### src/rtl/tlb_walk_fill.sv
module tlb_walk_fill #(
  parameter int ENTRIES = 8,
  parameter int PAGE_W  = 20,
  parameter int FRAME_W = 16,
  parameter int PROT_W  = 3,
  parameter int CNT_W   = 16
) (
  input  logic               clk,
  input  logic               rst_n,
  input  logic               flush,
  input  logic               req_valid,
  input  logic [PAGE_W-1:0]  req_page,
  output logic               req_ready,
  output logic               rsp_valid,
  output logic               rsp_hit,
  output logic               rsp_fault,
  output logic [FRAME_W-1:0] rsp_frame,
  output logic [PROT_W-1:0]  rsp_prot,
  output logic               walk_req,
  output logic [PAGE_W-1:0]  walk_page,
  input  logic               walk_done,
  input  logic [FRAME_W-1:0] walk_frame,
  input  logic [PROT_W-1:0]  walk_prot,
  input  logic               walk_fault,
  output logic [CNT_W-1:0]   hit_count,
  output logic [CNT_W-1:0]   miss_count
);
  localparam int IDX_W = (ENTRIES > 1) ? $clog2(ENTRIES) : 1;

  logic [ENTRIES-1:0] vld;
  logic [PAGE_W-1:0]  tag_q   [ENTRIES];
  logic [FRAME_W-1:0] frame_q [ENTRIES];
  logic [PROT_W-1:0]  prot_q  [ENTRIES];
  logic [ENTRIES-1:0] hit_vec;
  logic [IDX_W-1:0]   hit_idx, free_idx, rr, victim;
  logic               any_free, walking;

  for (genvar i = 0; i < ENTRIES; i++) begin : g_cmp
    assign hit_vec[i] = vld[i] && (tag_q[i] == req_page);
  end

  always_comb begin
    hit_idx  = '0;
    free_idx = '0;
    any_free = 1'b0;
    for (int i = ENTRIES-1; i >= 0; i--) begin
      if (hit_vec[i]) hit_idx = IDX_W'(i);
      if (!vld[i]) begin
        free_idx = IDX_W'(i);
        any_free = 1'b1;
      end
    end
  end

  assign victim    = any_free ? free_idx : rr;
  assign req_ready = !walking;
  assign walk_req  = walking;

  always_ff @(posedge clk) begin
    if (!rst_n) begin
      vld        <= '0;
      rr         <= '0;
      walking    <= 1'b0;
      walk_page  <= '0;
      rsp_valid  <= 1'b0;
      rsp_hit    <= 1'b0;
      rsp_fault  <= 1'b0;
      rsp_frame  <= '0;
      rsp_prot   <= '0;
      hit_count  <= '0;
      miss_count <= '0;
      for (int i = 0; i < ENTRIES; i++) begin
        tag_q[i]   <= '0;
        frame_q[i] <= '0;
        prot_q[i]  <= '0;
      end
    end else begin
      rsp_valid <= 1'b0;
      if (!walking && req_valid) begin
        if (|hit_vec) begin
          rsp_valid <= 1'b1;
          rsp_hit   <= 1'b1;
          rsp_fault <= 1'b0;
          rsp_frame <= frame_q[hit_idx];
          rsp_prot  <= prot_q[hit_idx];
          hit_count <= hit_count + 1'b1;
        end else begin
          walking    <= 1'b1;
          walk_page  <= req_page;
          miss_count <= miss_count + 1'b1;
        end
      end
      if (walking && walk_done) begin
        walking   <= 1'b0;
        rsp_valid <= 1'b1;
        rsp_hit   <= 1'b0;
        rsp_fault <= walk_fault;
        rsp_frame <= walk_fault ? '0 : walk_frame;
        rsp_prot  <= walk_fault ? '0 : walk_prot;
        if (!walk_fault && !flush) begin
          vld[victim]     <= 1'b1;
          tag_q[victim]   <= walk_page;
          frame_q[victim] <= walk_frame;
          prot_q[victim]  <= walk_prot;
          if (!any_free) rr <= (rr == IDX_W'(ENTRIES-1)) ? '0 : rr + 1'b1;
        end
      end
      if (flush) vld <= '0;
    end
  end


  one_match_chk: assert property (@(posedge clk) disable iff (!rst_n)
    $onehot0(hit_vec));


  hit_no_walk_chk: assert property (@(posedge clk) disable iff (!rst_n)
    req_valid && req_ready && (|hit_vec) |=> rsp_valid && rsp_hit && !walk_req);


  miss_walk_chk: assert property (@(posedge clk) disable iff (!rst_n)
    req_valid && req_ready && !(|hit_vec) |=> walk_req && walk_page == $past(req_page));


  walk_hold_chk: assert property (@(posedge clk) disable iff (!rst_n)
    walk_req && !walk_done |=> walk_req && $stable(walk_page));


  fault_no_fill_chk: assert property (@(posedge clk) disable iff (!rst_n)
    walk_req && walk_done && walk_fault && !flush |=> vld == $past(vld));


  flush_clear_chk: assert property (@(posedge clk) disable iff (!rst_n)
    flush |=> vld == '0);


  rsp_source_chk: assert property (@(posedge clk) disable iff (!rst_n)
    rsp_valid |-> $past(req_valid && req_ready) || $past(walk_req && walk_done));
endmodule

### config.mk
export PLATFORM = sky130hd
export DESIGN_NAME = tlb_walk_fill
export DESIGN_NICKNAME = d
export VERILOG_FILES = /design/src/rtl/tlb_walk_fill.sv
export SDC_FILE = /design/constraint.sdc
export NUM_CORES = 1
export LEC_CHECK = 0
export BUFFER_PORTS_ARGS = -buffer_cell sky130_fd_sc_hd__buf_4
export CAP_MARGIN = 20
export CORE_MARGIN = 5
export CORE_UTILIZATION = 61
export CTS_BUF_LIST = sky130_fd_sc_hd__clkbuf_16
export DETAILED_ROUTE_END_ITERATION = 8
export PLACE_DENSITY = 0.87
export SLEW_MARGIN = 20
export SYNTH_ARGS = -nofsm -noshare
export SYNTH_HDL_FRONTEND = slang
export SYNTH_SLANG_ARGS = --single-unit
### constraint.sdc
create_clock -name clk -period 5.6 [get_ports clk]
set_input_delay 0.56 -clock clk [delete_from_list [all_inputs] [get_ports clk]]
set_output_delay 0.56 -clock clk [all_outputs]
set_load 0.01 [all_outputs]
==> key figures, run 1 <==
Clock tree
  – Clk buf depth: 3
  – Clk sink count: slightly below 400
  – CTS clk-pin slew, worst paths: 0.06 ns
  – Hold_buf cts: 0
  – CTS tree: done
  – Skew-Pair Late Insertion Delay: around 0.54 ns
  – Postcts setup bufs: 0
  – Htree depth: 2
  – Post_cts resized: 0
  – Root Buffer: clkbuf_16
  – Num CTS Buffers: approximately 40

Synthesis
  – Syn Area/Cell: between 10 and 15 um2
  – Syn nets: 1612
  – Post-synth ARST share: 0
  – Largest cells by area after synthesis: edfxtp_1 (50%), dfxtp_1 (9.2%), and2_1 (6.5%), xnor2_1 (5.0%), and3_1 (4.3%)
  – Synth Instances: 1563
  – Share of the yosys chip area belonging to registers: 0.592
  – Most common flop cell mapped by yosys: edfxtp_1
  – Post-synth EDFFs: 312
  – Number of synthesized register bits: slightly below 400
  – Cell Area, Synth: about 19000 um2
  – Yosys top cell by area: edfxtp_1
  – Yosys Warn Count: 0
  – Post-synth top area share: 0.500
  – Unique masters post-synth: 62

Job
  – Max-Cap Viols: 0

Setup path
  – CP peak stage delay: ~0.80 ns
  – Critical path type: reg2reg
  – Worst Setup End Kind: flop
  – Worst reg2reg path depth: 10
  – FF-to-FF Start: tag_q[6][4]
  – Reg-to-reg critical path endpoint: rsp_prot[2]
  – CP Cell Sequence: xor2_1 > or4b_1 > nor4_1 > a211oi_1 > o2111ai_1 > and3_2 > buf_4 > mux2i_1 > a22o_1 > o31ai_1
  – Startpoint Class: flop
  – Worst EP arrival: about 4.2 ns
  – Reg2reg setup slack: 1.88 ns
  – CP required: 6.06 ns
  – Largest fanout on the critical path: 26
  – Crit-path slowest cell: and3_2

Global route
  – Vias in the first global route: roughly 13000
  – Grt ovf: 0
  – First-pass GRT wire length: 80.8 mm
  – All-Layer GR Usage: 0.310
  – Largest net degree at the start of global routing: 70
  – Initial antenna violation count: 0

Layout
  – Fill cell count: approximately 2100
  – Layout cells sized above 1: 0.146
  – # diodes: 0
  – Final design area excluding fillers: around 21000 um2
  – Nets: ~1700
  – Non-Filler Instances: ~2100
  – P&R area growth vs syn: 13.2%
  – Post-layout util: 0.697

Min path
  – Hold Path Origin: walk_done
  – WHS Path Cells: 3
  – WHS Endpoint: walk_req
  – Worst Hold Class: in2reg

Pwr
  – Switching power: 0.00149 W
  – Logic pwr share: 0.071
  – Pwr Total: 0.00634 W
  – P_int: 0.00485 W
  – Clk network pwr share: 0.396
  – VDD IR max: ~250 uV
  – Pwr Density: about 300 nW/um2
  – Switch share: 0.235
  – Seq pwr share: 0.532
  – Static Leak: roughly 8.3 nW

STA
  – Max Fclk: ~0.27 GHz
  – Max_slew headroom: 0.298
  – RSZ-0062 raised after global routing: false
  – Final setup fails: 0
  – Slew Viols, Final: 0
  – Period minus WS final: approximately 3.7 ns
  – Hold Fails Final Rpt: 0
  – Tightest Pin Transition: approximately 1.1 ns
  – Layout Skew: 0.0201 ns
  – Tcrit/Tclk final: 0.664
  – Setup TNS: 0 ns

Drt
  – Via density: between 6 and 7
  – DR vias: roughly 14000
  – Final WL: 53.8 mm
  – DRC viols: 0
  – Initial drt markers: approximately 2200
  – Initial DRT Pass Iterations: 8
  – Routed len/inst: ~26 um
  – ANT nets after route: 0

Die
  – Die width: about 190 um
  – Row cnt: 64
  – Initial core utilization: 0.616
  – Die Area: ~34000 um2
  – Total core area: between 30000 and 40000 um2
  – Vert. Die Dim: around 190 um
  – Io pins: 121

Status
  – Outcome: finished, final reports clean

Placed design
  – Buffers added on ports: 120
  – DP Area: 20000 um2
  – Final RePlAce weighted congestion: approximately 1.1
  – Cell count after placement: 2006
  – Final HPWL DP: between 30 and 40 mm
[stage by stage]
step	setup slack (ns)	hold slack, ns
global placement	1.63	0.463
finish	1.88	0.323
global route	1.69	0.334
detailed placement	1.57	0.479
CTS	1.95	0.307
floorplan	1.20	0.485
[area by class of cell]
cell class              instances  area [um2]  share of cell area
repair buffers                146        1100              0.0517
clock buffers                  42        1050              0.0496
multi-input cells            1057        7270               0.343
inverters                       9        33.8             0.00159
flip-flops and latches        398       11100               0.523
clock inverters                32         171             0.00808
well taps                     396         495              0.0234
[cells in the final DEF, fill, tap and decap left out, types with 10 or more instances in the layout]
master     synthesis  final
dfxtp_1           86     86
a22oi_1           20     20
nand2_1           39     39
nor3_1            26     25
xor2_1            75     75
xnor2_1          108    108
clkbuf_16          0     42
o31ai_1           15     15
and2_1           196    196
nor2_1           117    109
clkinv_1           0     10
and3_1           128    127
inv_1              9     20
nand3_1           23     23
mux2i_1           61     61
nor4_1            27     26
o211ai_2          11     11
a22o_1            19     19
a21oi_1           14     13
edfxtp_1         312    312
buf_4              0    146
o21ai_0           35     27
nand4_1           55     55
[synth_stat cells, types with 11 or more instances]
master and count:
a22o_1 19, nor3_1 26, edfxtp_1 312, dfxtp_1 86
nor4_1 27, nand4_1 55, xor2_1 75, a21oi_1 14
nor2_1 117, nand2_1 39, o31ai_1 15, o21ai_0 35
and3_1 128, nand3_1 23, buf_2 19, xnor2_1 108
mux2i_1 61, a22oi_1 20, o211ai_2 11, and2_1 196
clkbuf_1 68
[worst max-delay path by stage]
stage / cells past startpoint / slack, ns / end / from
after floorplan: 4 / 1.20 / frame_q[6][0] / walk_done
after global placement: 11 / 1.63 / rsp_frame[0] / req_page[6]
after detailed placement: 11 / 1.57 / rsp_prot[2] / req_page[4]
after CTS: 10 / 1.95 / rsp_prot[2] / tag_q[6][4]
after global routing: 10 / 1.69 / rsp_frame[10] / tag_q[2][14]
final: 10 / 1.88 / rsp_prot[2] / tag_q[6][4]
[registers in the layout, indices dropped and copies added, names as in the netlist, 8 cells and up]
signal	flops
tag_q	160
frame_q	128
prot_q	24
walk_page	20
hit_count	16
miss_count	16
rsp_frame	16
vld	8
[logic make-up (layout without fill, tap and decap cells)]
kind of cell | Yosys count | in the layout | synth area share
AOI/OAI and AO/OA | 144 | 144 | 0.0568
xor gates and xnor gates | 183 | 183 | 0.0855
adders and majority gates | 4 | 4 | 0.00267
buffers and inverters | 108 | 229 | 0.0274
DFF | 398 | 398 | 0.592
muxes | 62 | 62 | 0.0332
and+or+nand+nor | 664 | 664 | 0.203
[power groups by stage]
stage	sequential (W)	clock, W	combinational [W]
6_report	0.00337	0.00251	0.000453
5_1_grt	0.00338	0.00263	0.000473
4_1_cts	0.00337	0.00252	0.000441
3_5_place_dp	0.00343	0	0.000435
3_3_place_gp	0.00342	0	0.000428
2_1_floorplan	0.00342	0	0.000248
[layer usage]
| layer | vias up | track usage | wire length, um |
|---|---|---|---|
| met5 | - | 0 | 0 |
| met2 | 1023 | 0.474 | 24200 |
| met4 | 0 | 0.106 | 2090 |
| met3 | 177 | 0.0750 | 7300 |
| met1 | 6621 | 0.441 | 20300 |
| li1 | 5851 | - | - |
[worst max-delay path, delay by kind of cell, from the launching register on]
| family | cells | cell delay [ns] |
|---|---|---|
| flip-flops | 1 | 0.40 |
| AND/OR/NAND/NOR | 3 | 1.73 |
| buffers and inverters | 1 | 0.39 |
| XOR/XNOR | 1 | 0.18 |
| multiplexers | 1 | 0.13 |
| AO/OA/AOI/OAI | 4 | 0.77 |
Note: power is estimated with default switching activity, not from simulation.
==> inputs of run 2 (changes only) <==
- clock period: 5.6 -> 3.5 ns (I/O delays scaled with it)
==> key figures, run 2 (synthesis results as in run 1) <==
STA
  – Hold Fails Final Rpt: 0
  – Layout Skew: 0.0244 ns
  – Slew Viols, Final: 0
  – Final setup fails: 0
  – Max_slew headroom: 0.409
  – Setup WS post-layout: around 0.22 ns
  – Tightest Pin Transition: 0.886 ns
  – Hold WS: 0.101 ns
  – RSZ-0062 raised after global routing: false
  – Tcrit/Tclk final: 0.936
  – Max Fclk: between 0.3 and 0.4 GHz
  – Period minus WS final: 3.28 ns

Die
  – Row cnt: 64
  – Initial core utilization: 0.616
  – Die width: between 150 and 200 um
  – Io pins: around 120
  – Vert. Die Dim: between 150 and 200 um
  – Total core area: around 30000 um2
  – Die Area: about 34000 um2

Global route
  – Vias in the first global route: about 13000
  – Largest net degree at the start of global routing: approximately 130
  – Initial antenna violation count: 1
  – All-Layer GR Usage: 0.306
  – Grt ovf: 0
  – First-pass GRT wire length: 79.3 mm

Layout
  – Register area: approximately 11000 um2
  – Commonest non-fill, non-tap cells in the layout: edfxtp_1 (312), and2_1 (196), buf_4 (158), and3_1 (127), nor2_1 (109)
  – Nets: ~1700
  – Layout cells sized above 1: 0.163
  – Fill cell count: just under 2000
  – Commonest non-fill, non-tap cell in the layout: edfxtp_1
  – Biggest regs: tag_q x160, frame_q x128, prot_q x24
  – Largest reg by FF count: tag_q
  – P&R area growth vs syn: 15.5%
  – Number of flip-flops in the largest register: 160
  – Post-layout util: 0.711
  – Multi-input gate area: between 7000 and 8000 um2

Placed design
  – Pre-CTS worst setup slack: between 0.1 and 0.15 ns
  – Final HPWL DP: 33.0 mm
  – Buffers added on ports: between 100 and 150
  – Final RePlAce weighted congestion: ~1

Job
  – Max-Cap Viols: 0

Status
  – Outcome: finished, final reports clean

Clock tree
  – Clk sink count: just under 400
  – Post_cts resized: 0
  – Clk buf depth: 3
  – Root Buffer: clkbuf_16
  – Skew-Pair Late Insertion Delay: around 0.54 ns
  – Postcts setup bufs: 0
  – CTS clk-pin slew, worst paths: 0.06 ns
  – CTS tree: done
  – Num CTS Buffers: between 40 and 50
  – Htree depth: 2
  – Hold_buf cts: 0

Setup path
  – CP peak stage delay: approximately 0.49 ns
  – Largest fanout on the critical path: 5
  – Worst Setup End Kind: flop
  – Crit-path slowest cell: xor2_1
  – Startpoint Class: flop
  – WP buf/inv: 1
  – Top Family by Delay on Critical Path: simple AND/OR/NAND/NOR gates
  – Critical path type: reg2reg
  – CP required: 3.96 ns
  – Worst EP arrival: 3.74 ns
  – CP Cell Sequence: xor2_1 > nor3_1 > nand4_1 > nand4b_1 > nand4_1 > buf_4 > or4_1 > nor3_1 > and3_1 > mux2i_1

Pwr
  – Static Leak: 8.52 nW
  – Pwr Density: 470 nW/um2
  – VDD IR max: roughly 400 uV
  – Pwr Total: about 0.010 W

Drt
  – Initial drt markers: 1720
  – ANT nets after route: 0
  – Routed len/inst: around 25 um
  – Final WL: between 50 and 60 mm
  – Via density: about 6.4
  – DR vias: around 14000
  – DRC viols: 0
  – Initial DRT Pass Iterations: 6

Min path
  – Worst Hold Class: in2reg
## run 2: cell types whose count changed in the layout (fill, tap and decap cells not counted), sizes merged
cell    delta
buf       +29
clkinv     +1
diode      +2
## run 2: metal layers
metal / up-vias / GRT usage / share of wire
li1: 5908 / - / -
met3: 160 / 0.0636 / 0.12
met2: 910 / 0.473 / 0.46
met4: 0 / 0.119 / 0.037
met1: 6590 / 0.432 / 0.38
met5: - / 0 / 0
## run 2: cell type report
class                   instances  area share
flip-flops and latches        398       0.512
multi-input cells            1057       0.336
repair buffers                175      0.0701
clock buffers                  42      0.0485
well taps                     396      0.0229
clock inverters                33     0.00879
inverters                       9     0.00156
diodes                          2    0.000231
## run 2: metrics by stage
step | instances | setup TNS [ns] | area, um2
final | 2112 | 0 | 21600
after global routing | 2110 | 0 | 21600
after CTS | 2110 | 0 | 21600
after detailed placement | 2035 | 0 | 20400
after global placement | 2035 | 0 | 20400
after floorplan | 1563 | -103.92 | 18700
## run 2: worst reg2reg max path, stage by stage, from the launching register on
cell      delay, ns
edfxtp_1       0.40
xor2_1         0.49
nor3_1         0.14
nand4_1        0.18
nand4b_1       0.25
nand4_1        0.28
buf_4          0.24
or4_1          0.45
nor3_1         0.34
and3_1         0.23
mux2i_1        0.21
## run 2: worst paths after layout
| check | start | endpoint | slack (ns) | cells past startpoint |
|---|---|---|---|---|
| worst max-delay path | tag_q[1][14] | miss_count[13] | 0.22 | 10 |
| worst min-delay path | walk_done | walk_req | 0.10 | 3 |
| worst max register to register | tag_q[1][14] | miss_count[13] | 0.22 | 10 |
| worst min register to register | rsp_fault | rsp_fault | 0.48 | 2 |
## run 2: power by group
| part | switching, W | internal, W | leakage, nW |
|---|---|---|---|
| clock network | 0.00180 | 0.00226 | 0.655 |
| logic | 0.000462 | 0.000261 | 4.08 |
| registers | 0.000126 | 0.00526 | 3.78 |
| total | 0.00239 | 0.00778 | 8.52 |
